<file path="config.mk">
export PLATFORM = sky130hd
export DESIGN_NAME = xirq_hub
export DESIGN_NICKNAME = d
export VERILOG_FILES = /design/src/rtl/xirq_pkg.sv /design/src/rtl/xirq_ctrl.sv /design/src/rtl/xirq_datapath.sv /design/src/rtl/xirq_hub.sv
export SDC_FILE = /design/constraint.sdc
export NUM_CORES = 1
export LEC_CHECK = 0
export ABC_AREA = 1
export ABC_CLOCK_PERIOD_IN_PS = 1100
export BUFFER_PORTS_ARGS = -buffer_cell sky130_fd_sc_hd__buf_2
export CAP_MARGIN = 25
export CORE_MARGIN = 8
export CORE_UTILIZATION = 42
export CTS_BUF_LIST = sky130_fd_sc_hd__clkbuf_4 sky130_fd_sc_hd__clkbuf_8
export CTS_CLUSTER_DIAMETER = 150
export DETAILED_ROUTE_END_ITERATION = 10
export PLACE_DENSITY = 0.85
export SLEW_MARGIN = 5
export SYNTH_ARGS = -nofsm -noshare
export SYNTH_HDL_FRONTEND = slang
export SYNTH_HIERARCHICAL = 1
export SYNTH_SLANG_ARGS = --single-unit
</file>
<file path="constraint.sdc">
create_clock -name clk -period 1.1 [get_ports clk]
set_input_delay 0.055 -clock clk [delete_from_list [all_inputs] [get_ports clk]]
set_output_delay 0.055 -clock clk [all_outputs]
set_load 0.05 [all_outputs]
</file>
<file path="src/rtl/xirq_pkg.sv">
package xirq_pkg;

  localparam int REG_W = 32;

  // Word offsets of the register window
  localparam int OFF_TRIG = 'h00;
  localparam int OFF_OBS  = 'h04;
  localparam int OFF_STAT = 'h10;
  localparam int OFF_MASK = 'h14;
  localparam int OFF_EN   = 'h18;
  localparam int OFF_DIS  = 'h1C;

  typedef enum logic [1:0] {
    SEL_ZERO,
    SEL_OBS,
    SEL_STAT,
    SEL_MASK
  } rdSel_e;

  typedef struct packed {
    logic trigWr;
    logic statClr;
    logic maskEn;
    logic maskDis;
  } strobe_t;

  // Bit position of a channel inside every register word
  function automatic int chanPos(input int ch);
    if (ch == 0) return 0;
    else if (ch < 3) return ch + 7;
    else if (ch < 7) return ch + 13;
    else return ch + 17;
  endfunction

  function automatic logic [REG_W-1:0] validMask(input int numCh);
    logic [REG_W-1:0] m;
    m = '0;
    for (int c = 0; c < numCh; c++) m[chanPos(c)] = 1'b1;
    return m;
  endfunction

endpackage

</file>
<file path="src/rtl/xirq_ctrl.sv">
module xirq_ctrl
  import xirq_pkg::*;
#(
  parameter int ADDR_W = 8
) (
  input  logic              wrEn,
  input  logic [ADDR_W-1:0] addr,
  output strobe_t           strobe,
  output rdSel_e            rdSel
);

  localparam logic [ADDR_W-1:0] A_TRIG = ADDR_W'(OFF_TRIG);
  localparam logic [ADDR_W-1:0] A_OBS  = ADDR_W'(OFF_OBS);
  localparam logic [ADDR_W-1:0] A_STAT = ADDR_W'(OFF_STAT);
  localparam logic [ADDR_W-1:0] A_MASK = ADDR_W'(OFF_MASK);
  localparam logic [ADDR_W-1:0] A_EN   = ADDR_W'(OFF_EN);
  localparam logic [ADDR_W-1:0] A_DIS  = ADDR_W'(OFF_DIS);

  logic [ADDR_W-1:0] wordAddr;
  assign wordAddr = {addr[ADDR_W-1:2], 2'b00};

  always_comb begin
    strobe.trigWr  = wrEn && (wordAddr == A_TRIG);
    strobe.statClr = wrEn && (wordAddr == A_STAT);
    strobe.maskEn  = wrEn && (wordAddr == A_EN);
    strobe.maskDis = wrEn && (wordAddr == A_DIS);
  end

  always_comb begin
    unique case (wordAddr)
      A_OBS:   rdSel = SEL_OBS;
      A_STAT:  rdSel = SEL_STAT;
      A_MASK:  rdSel = SEL_MASK;
      default: rdSel = SEL_ZERO;
    endcase
  end

endmodule

</file>
<file path="src/rtl/xirq_datapath.sv">
module xirq_datapath
  import xirq_pkg::*;
#(
  parameter int NUM_CH = 11
) (
  input  logic              clk,
  input  logic              rst,
  input  strobe_t           strobe,
  input  rdSel_e            rdSel,
  input  logic [REG_W-1:0]  wrData,
  input  logic [NUM_CH-1:0] reqIn,
  input  logic [NUM_CH-1:0] obsIn,
  output logic [REG_W-1:0]  rdData,
  output logic [NUM_CH-1:0] trigOut,
  output logic [NUM_CH-1:0] obsOut,
  output logic [NUM_CH-1:0] maskChan,
  output logic              irqOut
);

  logic [NUM_CH-1:0] selChan;
  logic [NUM_CH-1:0] clrChan;
  logic [NUM_CH-1:0] trigQ;
  logic [NUM_CH-1:0] statQ;
  logic [NUM_CH-1:0] maskQ;
  logic              irqQ;
  logic [REG_W-1:0]  obsWord;
  logic [REG_W-1:0]  statWord;
  logic [REG_W-1:0]  maskWord;

  // Pick channel bits out of the write word
  for (genvar ch = 0; ch < NUM_CH; ch++) begin : g_sel
    localparam int POS = chanPos(ch);
    assign selChan[ch] = wrData[POS];
  end

  assign clrChan = strobe.statClr ? selChan : '0;

  always_ff @(posedge clk) begin
    if (rst) begin
      trigQ <= '0;
      statQ <= '0;
      maskQ <= '1;
      irqQ  <= 1'b0;
    end else begin
      trigQ <= strobe.trigWr ? selChan : '0;
      statQ <= (statQ & ~clrChan) | reqIn;   // set beats clear
      if (strobe.maskEn)       maskQ <= maskQ & ~selChan;
      else if (strobe.maskDis) maskQ <= maskQ | selChan;
      irqQ  <= |(statQ & ~maskQ);
    end
  end

  // Place channel vectors back onto their word positions
  always_comb begin
    obsWord  = '0;
    statWord = '0;
    maskWord = '0;
    for (int c = 0; c < NUM_CH; c++) begin
      obsWord[chanPos(c)]  = obsIn[c];
      statWord[chanPos(c)] = statQ[c];
      maskWord[chanPos(c)] = maskQ[c];
    end
  end

  always_comb begin
    unique case (rdSel)
      SEL_OBS:  rdData = obsWord;
      SEL_STAT: rdData = statWord;
      SEL_MASK: rdData = maskWord;
      default:  rdData = '0;
    endcase
  end

  assign trigOut  = trigQ;
  assign obsOut   = statQ;
  assign maskChan = maskQ;
  assign irqOut   = irqQ;

endmodule

</file>
<file path="src/rtl/xirq_hub.sv">
module xirq_hub
  import xirq_pkg::*;
#(
  parameter int NUM_CH = 11,
  parameter int ADDR_W = 8
) (
  input  logic              clk,
  input  logic              rst,
  input  logic              wrEn,
  input  logic [ADDR_W-1:0] addr,
  input  logic [REG_W-1:0]  wrData,
  output logic [REG_W-1:0]  rdData,
  input  logic [NUM_CH-1:0] reqIn,
  input  logic [NUM_CH-1:0] obsIn,
  output logic [NUM_CH-1:0] trigOut,
  output logic [NUM_CH-1:0] obsOut,
  output logic              irqOut
);

  strobe_t           strobe;
  rdSel_e            rdSel;
  logic [NUM_CH-1:0] maskChan;

  xirq_ctrl #(.ADDR_W(ADDR_W)) u_ctrl (
    .wrEn   (wrEn),
    .addr   (addr),
    .strobe (strobe),
    .rdSel  (rdSel)
  );

  xirq_datapath #(.NUM_CH(NUM_CH)) u_dp (
    .clk      (clk),
    .rst      (rst),
    .strobe   (strobe),
    .rdSel    (rdSel),
    .wrData   (wrData),
    .reqIn    (reqIn),
    .obsIn    (obsIn),
    .rdData   (rdData),
    .trigOut  (trigOut),
    .obsOut   (obsOut),
    .maskChan (maskChan),
    .irqOut   (irqOut)
  );

endmodule

</file>
==> results.json <==
{
  "status": "finished with violations",
  "violations": "negative setup slack",
  "ys_warn_count": 6,
  "detailed_place.area_sq_um": 2170,
  "synth-seq-cells": 34,
  "cts_tree": "built",
  "synthCells": 248,
  "fin_crit_sh": 1.18,
  "fp-row-count": 23,
  "worstPathMaxFanout": 5,
  "yosysSeqAreaShare": 0.399,
  "syn_avg_cell_area_sq_um": 6.88,
  "port_buffers": 75,
  "antenna_found_initial": 0,
  "area_growth_pct": 50.1,
  "fin_util": 0.650,
  "crit_buf_inv": 5,
  "insertion_delay_ns": 0.29,
  "reg2reg_depth": 6,
  "core_area_sq_um": 3940,
  "synth_area_sq_um": 1710,
  "fillers": 362,
  "setup_tns_ns": -1.85,
  "layout_commonest_cell": "buf_2",
  "n_antenna_cell": 0,
  "cts_buffer_depth": 2,
  "drv_cap": 0,
  "worstReg2RegStart": "u_dp/obsOut[5]$_SDFF_PP0_",
  "slowest_delay_ns": 0.20,
  "cts_buffers": 5,
  "ys_types": 15,
  "hold_slack_ns": 0.00521,
  "drive_gt1_frac": 0.384,
  "place_ws_ns": -0.277,
  "r2r_end": "u_dp/irqOut$_SDFF_PP0_",
  "cts_sinks": 34,
  "rrSetupSlack_ns": 0.20,
  "cpMaxStageDelayCell": "buf_4",
  "cp-start-kind": "input pin",
  "final_area_sq_um": 2560,
  "worstSetupPathType": "input pin to output port",
  "die_x_um": 79.7,
  "rsz0062_at_grt": "true",
  "drtPass1Iterations": 4,
  "crit_path_end_kind": "output port",
  "grt_overflow": 0,
  "top_level_ports": 120,
  "worst_slack_ns": -0.203,
  "finalHoldViolCount": 0,
  "postRouteAntennaNets": 0,
  "fin_nets": 414,
  "cp_top_family": "buffers and inverters",
  "grt_max_degree": 13,
  "cp_common_cell": "inv_2",
  "crit_end": "rdData[9]",
  "cts-root-buf": "clkbuf_8",
  "min_period_ns": 1.30,
  "grt_pass1_vias": 1890,
  "wl_per_cell_um": 14.7,
  "grt_pass1_wl_um": 8780,
  "clock.fmax_mhz": 768,
  "vias": 1901,
  "crit_start": "addr[2]",
  "routabilityCongestion": 0.768,
  "power.density_nw_per_um2": 1210,
  "fin_skew_ns": 0.00396,
  "peakVddDrop_mv": 0.780,
  "routed_via_density": 4.76,
  "drc": 0,
  "cp.depth": 11,
  "dieArea_sq_um": 6360,
  "finalSetupViolCount": 11,
  "start_util": 0.433,
  "required_ns": 1.04,
  "slew_viol_final": 0,
  "arrival_ns": 1.25,
  "worstPathCellList": "buf_6, inv_2, nor2_1, nand2_1, nor2_4, inv_2, nand2_4, clkinvlp_4, nand2_2, o211ai_1, buf_4",
  "layout_common_cells": "buf_2, inv_1, dfxtp_1",
  "power_leakage_uw": 0.00135,
  "grtUsageTotal": 0.176,
  "drtIter0Drc": 145,
  "hold_path.class": "input pin to register",
  "cts.clk_slew.worst_paths_ns": 0.06,
  "wl_um": 5850,
  "ctsHtreeMaxLevel": 2,
  "fp.dieH_um": 79.7,
  "hpwl_um": 3950
}
==> stage by stage <==
step / total power [uW] / cells
global route: 3210 / 399
detailed placement: 1870 / 377
global placement: 1870 / 377
floorplan: 1760 / 268
finish: 3100 / 399
CTS: 3080 / 398
==> tightest hold or removal path, cell delays in order <==
cell and delay [ns]:
buf_2 0.10, inv_1 0.04, a21oi_1 0.05
==> repair_timing <==
item | CTS | global route
resized for setup | 28 | 23
setup buffers | 6 | 2
hold buffers | 8 | 0
pin swaps | 16 | 11
cloned | 1 | 0
endpoints found under the setup margin | 11 | 23
hold endpoints to repair | 8 | 0
==> power breakdown <==
group	switching [uW]	internal (uW)	total (uW)
Combinational	453	173	626
Sequential	28.4	1260	1290
Clock	454	725	1180
Total	936	2160	3100
==> worst min path at each step <==
stage | start | to | slack [ns] | cells past startpoint
4_1_cts | reqIn[0] | u_dp/obsOut[0]$_SDFF_PP0_ | 0.004 | 3
5_1_grt | reqIn[7] | u_dp/obsOut[7]$_SDFF_PP0_ | 0.003 | 3
3_5_place_dp | reqIn[5] | u_dp/obsOut[5]$_SDFF_PP0_ | 0.27 | 3
2_1_floorplan | rst | u_dp/obsOut[2]$_SDFF_PP0_ | 0.12 | 1
3_3_place_gp | reqIn[5] | u_dp/obsOut[5]$_SDFF_PP0_ | 0.27 | 3
6_report | reqIn[0] | u_dp/obsOut[0]$_SDFF_PP0_ | 0.005 | 3
==> area by class of cell <==
type / instances / area (sq um) / share of cell area
Timing Repair Buffer: 101 / 667 / 0.260
Sequential cell: 34 / 684 / 0.267
Clock buffer: 6 / 82.6 / 0.0322
Clock inverter: 1 / 30.0 / 0.0117
Timing Repair inverter: 1 / 7.51 / 0.00293
Inverter: 42 / 173 / 0.0674
Tap cell: 50 / 62.6 / 0.0244
Multi-Input combinational cell: 164 / 856 / 0.334
==> cell usage after synthesis <==
master,instances,share of area
nor2_2,3,0.011
nand2_1,41,0.090
a21oi_1,11,0.032
buf_6,1,0.0066
dfxtp_1,34,0.40
nor2_1,26,0.057
buf_4,21,0.092
nand3_1,28,0.082
buf_2,6,0.018
inv_1,40,0.088
o21ai_0,21,0.062
conb_1,1,0.0022
inv_2,2,0.0044
o211ai_1,11,0.048
nand2_2,2,0.0073
==> logic make-up (layout without fill, tap and decap cells) <==
logic type      count (synthesis)  count (layout)  share of synthesized area
compound gates                 43              43                      0.142
flops                          34              34                      0.399
simple gates                  100             100                      0.248
buf+inv                        70             151                      0.209
other cells                     1              21                    0.00220
==> metal layers <==
layer  track usage  routed length (um)
met1         0.200                2310
met2         0.302                2870
met3        0.0574                 548
met4        0.0600                 121
met5             0                   0
Power figures use the tool's default switching activity.
